===== src/rtl/sfdp_scan_pkg.sv =====
package sfdp_scan_pkg;

    localparam logic [7:0]  OP_DISCOVER = 8'h5A;
    localparam logic [31:0] MAGIC       = 32'h5044_4653;
    localparam logic [15:0] BASIC_ID    = 16'hFF00;
    localparam logic [7:0]  MAJOR_OK    = 8'd1;
    localparam int          DUMMY_CLKS  = 8;
    localparam int          AREA_BYTES  = 16;
    localparam int          EXT_BASE    = 16;
    localparam int          REC_BYTES   = 8;
    localparam int          REC_W       = REC_BYTES * 8;
    localparam int          CNT_FIELD_W = 8;

    typedef enum logic [2:0] {
        ST_IDLE,
        ST_REQ_AREA,
        ST_RX_AREA,
        ST_REQ_EXT,
        ST_RX_EXT
    } scan_state_e;

    // one 8-byte parameter header, byte 0 in the low bits
    typedef struct packed {
        logic [7:0]  id_hi;
        logic [23:0] ptr;
        logic [7:0]  len_dw;
        logic [7:0]  major;
        logic [7:0]  minor;
        logic [7:0]  id_lo;
    } param_hdr_t;

    // 8-byte main header, byte 0 in the low bits
    typedef struct packed {
        logic [7:0]  spare;
        logic [7:0]  extra;
        logic [7:0]  major;
        logic [7:0]  minor;
        logic [31:0] magic;
    } main_hdr_t;

endpackage


===== src/rtl/sfdp_rec_shift.sv =====
module sfdp_rec_shift
    import sfdp_scan_pkg::*;
#(
    parameter int BYTES = REC_BYTES
) (
    input  logic                 clk,
    input  logic                 rst,
    input  logic                 clr,
    input  logic                 byte_valid,
    input  logic [7:0]           byte_in,
    output logic [BYTES*8-1:0]   rec_o,
    output logic                 rec_last
);
    localparam int IDX_W = $clog2(BYTES);

    typedef struct packed {
        logic [BYTES*8-1:0] sh;
        logic [IDX_W-1:0]   idx;
    } shift_t;

    shift_t q, d;

    // newest byte enters at the top, so byte 0 ends at the bottom
    assign rec_o    = {byte_in, q.sh[BYTES*8-1:8]};
    assign rec_last = byte_valid && (q.idx == IDX_W'(BYTES - 1));

    always_comb begin
        d = q;
        if (clr) begin
            d.idx = '0;
        end else if (byte_valid) begin
            d.sh  = rec_o;
            d.idx = q.idx + 1'b1;
        end
    end

    always_ff @(posedge clk) begin
        if (rst) q <= '0;
        else     q <= d;
    end
endmodule


===== src/rtl/sfdp_best_cmp.sv =====
module sfdp_best_cmp
    import sfdp_scan_pkg::*;
(
    input  param_hdr_t cand,
    input  param_hdr_t cur,
    output logic       take
);
    logic eligible;
    logic newer;
    logic longer;

    always_comb begin
        eligible = ({cand.id_hi, cand.id_lo} == BASIC_ID) && (cand.major == MAJOR_OK);
        newer    = cand.minor > cur.minor;
        longer   = (cand.minor == cur.minor) && (cand.len_dw > cur.len_dw);
        take     = eligible && (newer || longer);
    end
endmodule


===== src/rtl/sfdp_hdr_scan.sv =====
module sfdp_hdr_scan
    import sfdp_scan_pkg::*;
#(
    parameter int ADDR_W  = 24,
    parameter int DUMMY_W = 4
) (
    input  logic               clk,
    input  logic               rst,
    input  logic               start,
    output logic               busy,
    output logic               done,
    output logic               err,
    output logic               cmd_valid,
    input  logic               cmd_ready,
    output logic [7:0]         cmd_opcode,
    output logic [ADDR_W-1:0]  cmd_addr,
    output logic [DUMMY_W-1:0] cmd_dummy,
    output logic [10:0]        cmd_len,
    input  logic               rx_valid,
    input  logic [7:0]         rx_data,
    output logic [23:0]        tbl_ptr,
    output logic [7:0]         tbl_len,
    output logic [7:0]         tbl_minor
);
    localparam int LEN_W = CNT_FIELD_W + $clog2(REC_BYTES);

    typedef struct packed {
        scan_state_e             st;
        logic [LEN_W-1:0]        cnt;
        logic [CNT_FIELD_W-1:0]  extra;
        logic                    bad;
        logic                    done;
        logic                    err;
        param_hdr_t              best;
    } ctl_t;

    ctl_t q, d;

    logic             cmd_take;
    logic [REC_W-1:0] rec_raw;
    logic             rec_last;
    param_hdr_t       rec_hdr;
    main_hdr_t        rec_main;
    logic             take_new;
    logic [LEN_W-1:0] ext_len;

    assign cmd_take = cmd_valid && cmd_ready;
    assign rec_hdr  = param_hdr_t'(rec_raw);
    assign rec_main = main_hdr_t'(rec_raw);
    assign ext_len  = {q.extra, 3'b000};

    sfdp_rec_shift #(.BYTES(REC_BYTES)) u_shift (
        .clk       (clk),
        .rst       (rst),
        .clr       (cmd_take),
        .byte_valid(rx_valid && (q.st == ST_RX_AREA || q.st == ST_RX_EXT)),
        .byte_in   (rx_data),
        .rec_o     (rec_raw),
        .rec_last  (rec_last)
    );

    sfdp_best_cmp u_cmp (
        .cand(rec_hdr),
        .cur (q.best),
        .take(take_new)
    );

    always_comb begin
        d = q;
        case (q.st)
            ST_IDLE: begin
                if (start) begin
                    d.st   = ST_REQ_AREA;
                    d.done = 1'b0;
                    d.err  = 1'b0;
                    d.bad  = 1'b0;
                end
            end
            ST_REQ_AREA: begin
                if (cmd_ready) begin
                    d.st  = ST_RX_AREA;
                    d.cnt = '0;
                end
            end
            ST_RX_AREA: begin
                if (rx_valid) begin
                    d.cnt = q.cnt + 1'b1;
                    if (rec_last && !q.cnt[3]) begin
                        if (rec_main.magic != MAGIC || rec_main.major != MAJOR_OK)
                            d.bad = 1'b1;
                        d.extra = rec_main.extra;
                    end
                    if (rec_last && q.cnt[3]) begin
                        if ({rec_hdr.id_hi, rec_hdr.id_lo} != BASIC_ID ||
                            rec_hdr.major != MAJOR_OK)
                            d.bad = 1'b1;
                        d.best = rec_hdr;
                    end
                    if (q.cnt == LEN_W'(AREA_BYTES - 1)) begin
                        if (d.bad) begin
                            d.st   = ST_IDLE;
                            d.err  = 1'b1;
                            d.best = '0;
                        end else if (d.extra == '0) begin
                            d.st   = ST_IDLE;
                            d.done = 1'b1;
                        end else begin
                            d.st   = ST_REQ_EXT;
                        end
                    end
                end
            end
            ST_REQ_EXT: begin
                if (cmd_ready) begin
                    d.st  = ST_RX_EXT;
                    d.cnt = '0;
                end
            end
            ST_RX_EXT: begin
                if (rx_valid) begin
                    d.cnt = q.cnt + 1'b1;
                    if (rec_last && take_new)
                        d.best = rec_hdr;
                    if (q.cnt == ext_len - 1'b1) begin
                        d.st   = ST_IDLE;
                        d.done = 1'b1;
                    end
                end
            end
            default: d.st = ST_IDLE;
        endcase
    end

    always_ff @(posedge clk) begin
        if (rst) begin
            q      <= '0;
            q.st   <= ST_IDLE;
        end else begin
            q <= d;
        end
    end

    assign busy       = (q.st != ST_IDLE);
    assign done       = q.done;
    assign err        = q.err;
    assign cmd_valid  = (q.st == ST_REQ_AREA) || (q.st == ST_REQ_EXT);
    assign cmd_opcode = OP_DISCOVER;
    assign cmd_dummy  = DUMMY_W'(DUMMY_CLKS);
    assign cmd_addr   = (q.st == ST_REQ_EXT) ? ADDR_W'(EXT_BASE) : '0;
    assign cmd_len    = (q.st == ST_REQ_EXT) ? 11'(ext_len) : 11'(AREA_BYTES);
    assign tbl_ptr    = q.best.ptr;
    assign tbl_len    = q.best.len_dw;
    assign tbl_minor  = q.best.minor;
endmodule


===== config.mk =====
export PLATFORM = sky130hd
export DESIGN_NAME = sfdp_hdr_scan
export DESIGN_NICKNAME = d
export VERILOG_FILES = /design/src/rtl/sfdp_scan_pkg.sv /design/src/rtl/sfdp_rec_shift.sv /design/src/rtl/sfdp_best_cmp.sv /design/src/rtl/sfdp_hdr_scan.sv
export SDC_FILE = /design/constraint.sdc
export NUM_CORES = 1
export LEC_CHECK = 0
export BUFFER_PORTS_ARGS = -buffer_cell sky130_fd_sc_hd__buf_2
export CORE_ASPECT_RATIO = 2
export CORE_MARGIN = 1.5
export CORE_UTILIZATION = 43
export CTS_BUF_LIST = sky130_fd_sc_hd__clkbuf_4 sky130_fd_sc_hd__clkbuf_8 sky130_fd_sc_hd__clkbuf_16
export DETAILED_ROUTE_END_ITERATION = 7
export MAX_ROUTING_LAYER = met4
export PLACE_DENSITY_LB_ADDON = 0.2
export SLEW_MARGIN = 0
export SYNTH_ARGS = -nofsm -noshare
export SYNTH_HDL_FRONTEND = slang
export SYNTH_SLANG_ARGS = --single-unit

===== constraint.sdc =====
create_clock -name clk -period 3.5 [get_ports clk]
set_input_delay 0 -clock clk [delete_from_list [all_inputs] [get_ports clk]]
set_output_delay 0 -clock clk [all_outputs]
set_load 0.01 [all_outputs]

# After elaboration in Yosys (flattened, before gate mapping)
# Index checks and enable logic that the tools add are counted.
# word_totals
reg_bits	156
input_bits	13
output_inout_bits	91
word_cells	111
# op_classes
addsub	3
magnitude_cmp	2
eq_ne	25
muxes	35
bitwise	1
reduce_logical	31
# op_table
op	n
$mux 64	3
$pmux 64 s2	1
$mux 89	1
$mux 66	1
$mux 65	1
$pmux 11 s4	1
$mux 14	3
$ne 32x31->1 const B	1
$mux 9	3
$eq 16x16->1 const B	1
$gt 8x8->1	2
$ne 16x16->1 const B	1
$ne 8x1->1 const B	2
$mux 3	5
$pmux 3 s5	1
$ne 2x2->1 const B	6
$add 11x1->11 const B	1
$eq 11x11->1	1
$eq 11x4->1 const B	1
$mux 11	1
$sub 11x1->11 const B	1
$ne 2x1->1 const B	5
$reduce_and 5->1	2
$logic_and 1x1->1	9
other kinds (25)	43

# Depth between registers and ports, before layout
# logic_depth
depth_word	16
depth_mapped	11
mapped_depth_nobuf	9

# Modules after synthesis
# From an unflattened synthesis, not the netlist that was laid out.
# hier_totals
hier_cells	780
hier_area_um2	7633.6
# by_module_without_submodules
module	n_inst	cells_each	area_each_um2	seq_area_each_um2
sfdp_hdr_scan	1	447	4284.1	1781.7
sfdp_rec_shift	1	270	2871.5	1181.1
sfdp_best_cmp	1	63	478.0	0.0

# Worst setup path before layout
# Ideal clock, no wire load.
# synth_timing
path_kind	reg2reg
startpoint	reg q, in the netlist tbl_len[1]
endpoint	reg q, in the netlist tbl_ptr[0]
setup_ps	59
t_arrival_ps	2494
required_time_ps	3441
path_slack_ps	947
stages_incl_launch_ff	11
path_buffers	1
period_less_slack_ps	2553
path_cell_list	dfxtp_1 inv_1 ha_1 nor2b_1 o211ai_1 a21oi_1 or4b_2 a31o_2 a21oi_1 clkbuf_1 a22o_1
# synth_via
elab_chain_cells	7
# synth_rtl
element	line	text
from (decl)	sfdp_hdr_scan.sv:37	ctl_t q, d;
$gt 8x8->1	sfdp_best_cmp.sv:15	longer = (cand.minor == cur.minor) && (cand.len_dw > cur.len_dw);
$logic_and 1x1->1	sfdp_best_cmp.sv:15	
$logic_or 1x1->1	sfdp_best_cmp.sv:16	take = eligible && (newer || longer);
$logic_and 1x1->1	sfdp_best_cmp.sv:16	
$logic_and 1x1->1	sfdp_hdr_scan.sv:122	if (rec_last && take_new)
$ne 2x1->1 (no source line)	-	
$reduce_and 4->1 (no source line)	-	
# No other way between the ends.
# A chain may end at the register's enable or synchronous reset.

# Worst setup path after layout
# layout_timing
startpoint	reg u_shift.q, in the netlist u_shift.rec_o[25]
endpoint	reg q, in the netlist tbl_ptr[23]
# layout_via
elab_chain_cells	14
elab_cells_between_ends	21
classes_between	order compare: 1; eq/ne: 2; mux: 12; reduce/logical: 6
# layout_rtl
element	line	text
from (decl)	sfdp_rec_shift.sv:21	shift_t q, d;
from (signal assigned)	sfdp_rec_shift.sv:38	if (rst) q <= '0;
from (signal assigned)	sfdp_rec_shift.sv:39	else q <= d;
$ne 32x31->1	sfdp_hdr_scan.sv:89	if (rec_main.magic != MAGIC || rec_main.major != MAJOR_OK)
$logic_or 1x1->1	sfdp_hdr_scan.sv:89	
$mux 1	sfdp_hdr_scan.sv:89	
$mux 9	sfdp_hdr_scan.sv:88	if (rec_last && !q.cnt[3]) begin
$mux 9	sfdp_hdr_scan.sv:86	if (rx_valid) begin
$mux 9	sfdp_hdr_scan.sv:70	case (q.st)
$mux 1	sfdp_hdr_scan.sv:94	if ({rec_hdr.id_hi, rec_hdr.id_lo} != BASIC_ID ||
$mux 1	sfdp_hdr_scan.sv:93	if (rec_last && q.cnt[3]) begin
$mux 1	sfdp_hdr_scan.sv:86	
$mux 1	sfdp_hdr_scan.sv:70	
$mux 65	sfdp_hdr_scan.sv:100	if (d.bad) begin
$mux 66	sfdp_hdr_scan.sv:99	if (q.cnt == LEN_W'(AREA_BYTES - 1)) begin
$mux 89	sfdp_hdr_scan.sv:86	
$pmux 64 s2	sfdp_hdr_scan.sv:70	
# Parallel ways exist; a longest one is shown, timed or not. The select of a mux whose other input is x is not followed.

==> results.toml <==
[power_and_ir_drop]
peakVddDrop_mv = 0.314
power_leakage_uw = 0.00277
cellPowerDensity_nw_per_um2 = 491

[route]
drt_iter0_markers = 319
route.detailed.drc = 0
antenna_left = 0
wl_per_cell_um = 15.8
viasPerCell = 5.16
firstDrtPassIters = 5
totalWireLength_um = 15000
vias = 4906

[die]
rows = 61
chipHeight_um = 171
start_util_pct = 43.8
die_area_um2 = 14900
die_w_um = 87.1
core_um2 = 13900
pin_count = 104

[critical_path]
r2r-start = "u_shift.rec_o[25]"
r2r_end = "tbl_ptr[23]"
rrSetupSlack_ps = 700
worstSetupStartpointType = "register"
crit_path_end_kind = "register"
criticalPathCategory = "register to register"
arrival_ps = 3160
r2r_cells = 9
crit_fanout = 40
required_ps = 3860

[global_route]
antenna_found_initial = 0
grt_pass1_wl_um = 23800
track_usage_pct = 21.4
grt_pass1_vias = 4760
grt_max_degree = 57
overflow = 0

[layout]
n_fill_cell = 1364
multiInputGateArea_um2 = 2890
drive_gt1_share_pct = 16.8
area_growth_pct = 11.9
register_area_um2 = 2480
layout.nets = 781
antennaDiodeCount = 0

[yosys]
yosys-top-cells-count = "nand2_1, dfxtp_1, a21oi_1, buf_4, a22o_1"
synth_area_um2 = 6080
synth_area_leader_cell = "dfxtp_1"
synth_top_area_share_pct = 40.8
ys_ff_latch = 124
synth_seq_area_share_pct = 40.8
synthFlopType = "dfxtp_1"
ys_warn_count = 0
async_flop_share_pct = 0
synth_edf_count = 0
synth_cell_types = 57
yosysMostFrequentCell = "nand2_1"
synthTopCellsByArea = "dfxtp_1, buf_4, nand2_1, a21oi_1, a22o_1"
synthCells = 723
avgSynthCellArea_um2 = 8.41

[sta]
period_minus_slack_ps = 2800
setup_viol = 0
fin_skew_ps = 9.66
worstMarginPinSlew_ps = 973
period_share_pct = 80.0
max_freq_mhz = 357
setup_slack_ps = 702
finalHoldViolations = 0
grt_setup_unrepaired = "false"
tns_ps = 0
final_max_slew_viol_count = 0
relSlewSlack_pct = 35.1

[place]
port_buffers = 65
place_congestion = 0.917
hpwl_um = 11000
pre_cts_slack_ps = 702

[min_path]
worstHoldStart = "rx_valid"
hold_end = "q[86]"
holdPathStages = 4
min_path_type = "input pin to register"

[run]
cap_violations = 0

[clocking]
cts_tree = "yes"
cts_setup_buffers = 0
cts_hold_buf = 11
htreeDepth = 4
root_buffer = "clkbuf_16"
clockBufferDepth = 2
clk_latency_ps = 420
numCtsBuffers = 17
cts_sinks = 124
ctsResizeCount = 0
path_clk_slew_ps = 60

[outcome]
status = "completed"
-- final cells by class --
class                   instances  share of cell area [%]
multi-input cells             496                    42.5
flip-flops and latches        124                    36.5
repair buffers                 86                    7.51
clock buffers                  17                    6.25
well taps                     189                    3.48
clock inverters                15                    2.54
inverters                      23                    1.27
-- metrics by stage --
| stage | utilization (%) | area (um2) | std cells | hold WS, ps | total power [uW] |
|---|---|---|---|---|---|
| after global placement | 43.9 | 6090 | 907 | 281 | 1570 |
| after floorplan | - | 6210 | 759 | 136 | 1570 |
| after CTS | 49.0 | 6800 | 950 | 21.4 | 3370 |
| after global routing | 49.0 | 6800 | 950 | 40.4 | 3450 |
| final | 49.0 | 6800 | 950 | 36.0 | 3340 |
| after detailed placement | 43.9 | 6090 | 907 | 283 | 1580 |
-- power by group --
part	switching, uW	internal (uW)	leakage [uW]	total [uW]
Sequential	10.3	1420	0.000999	1430
Clock	715	1070	0.000285	1790
Combinational	93.5	35.6	0.00149	129
Total	819	2520	0.00277	3340
-- metal layers --
metal	wire [um]	share of wire, %	vias to the layer above	track usage [%]
li1	-	-	2427	-
met1	5620	37	2329	21.7
met2	8590	57	120	38.8
met3	392	2.6	30	3.42
met4	446	3.0	0	10.7
met5	0	0	-	-
-- registers in the layout (all words and copies together), names as in the netlist --
| name | flops |
|---|---|
| u_shift.rec_o | 56 |
| tbl_ptr | 24 |
| q | 15 |
| ext_len | 8 |
| tbl_len | 8 |
| tbl_minor | 8 |
| u_shift.q | 3 |
| done | 1 |
| err | 1 |
-- critical path: stages, from the launching register on --
cell and delay [ps]:
dfxtp_1 430, ha_1 280, nor2b_1 130, o211ai_1 140
a21oi_1 90, or4b_2 650, a31o_2 240, a21oi_2 120
buf_4 410, a22o_1 220
-- kinds of logic (layout without fill, tap and decap cells) --
logic type	Yosys count	after routing	synth area share (%)
adder cells (fa/ha/maj)	20	20	4.12
other	2	38	0.124
flip-flops	124	124	40.8
XOR/XNOR	11	11	1.58
AO/OA/AOI/OAI	153	153	16.2
AND/OR/NAND/NOR	265	265	21.6
multiplexers	9	9	1.48
buffers and inverters	139	141	14.0
-- cells in the final DEF (no fill, tap or decap), drive strengths merged, types with 3 or more instances in the layout --
master       instances
or3                  3
nand2b               4
nor3                 7
inv                 32
dlygate4sd3         11
a22o                40
clkbuf              17
a21oi               81
xnor2                6
nor4b                4
xor2                 5
nor4                11
nor2b                9
clkinvlp             3
nand3               16
buf                 75
and3                13
nand4                9
mux2i                9
and2                 5
dfxtp              124
and4bb               3
nor2                26
nand2              140
o21ai               17
or4                  3
o211ai               3
ha                  20
conb                38
-- worst max path at each step --
stage | from | endpoint | depth (start not counted)
after floorplan | tbl_len[1] | tbl_ptr[0] | 10
after global placement | u_shift.rec_o[25] | tbl_ptr[15] | 9
after detailed placement | u_shift.rec_o[25] | tbl_ptr[9] | 9
after CTS | u_shift.rec_o[25] | tbl_ptr[9] | 9
after global routing | u_shift.rec_o[25] | tbl_ptr[18] | 9
final | u_shift.rec_o[25] | tbl_ptr[23] | 9
(Power assumes the default switching activity.)
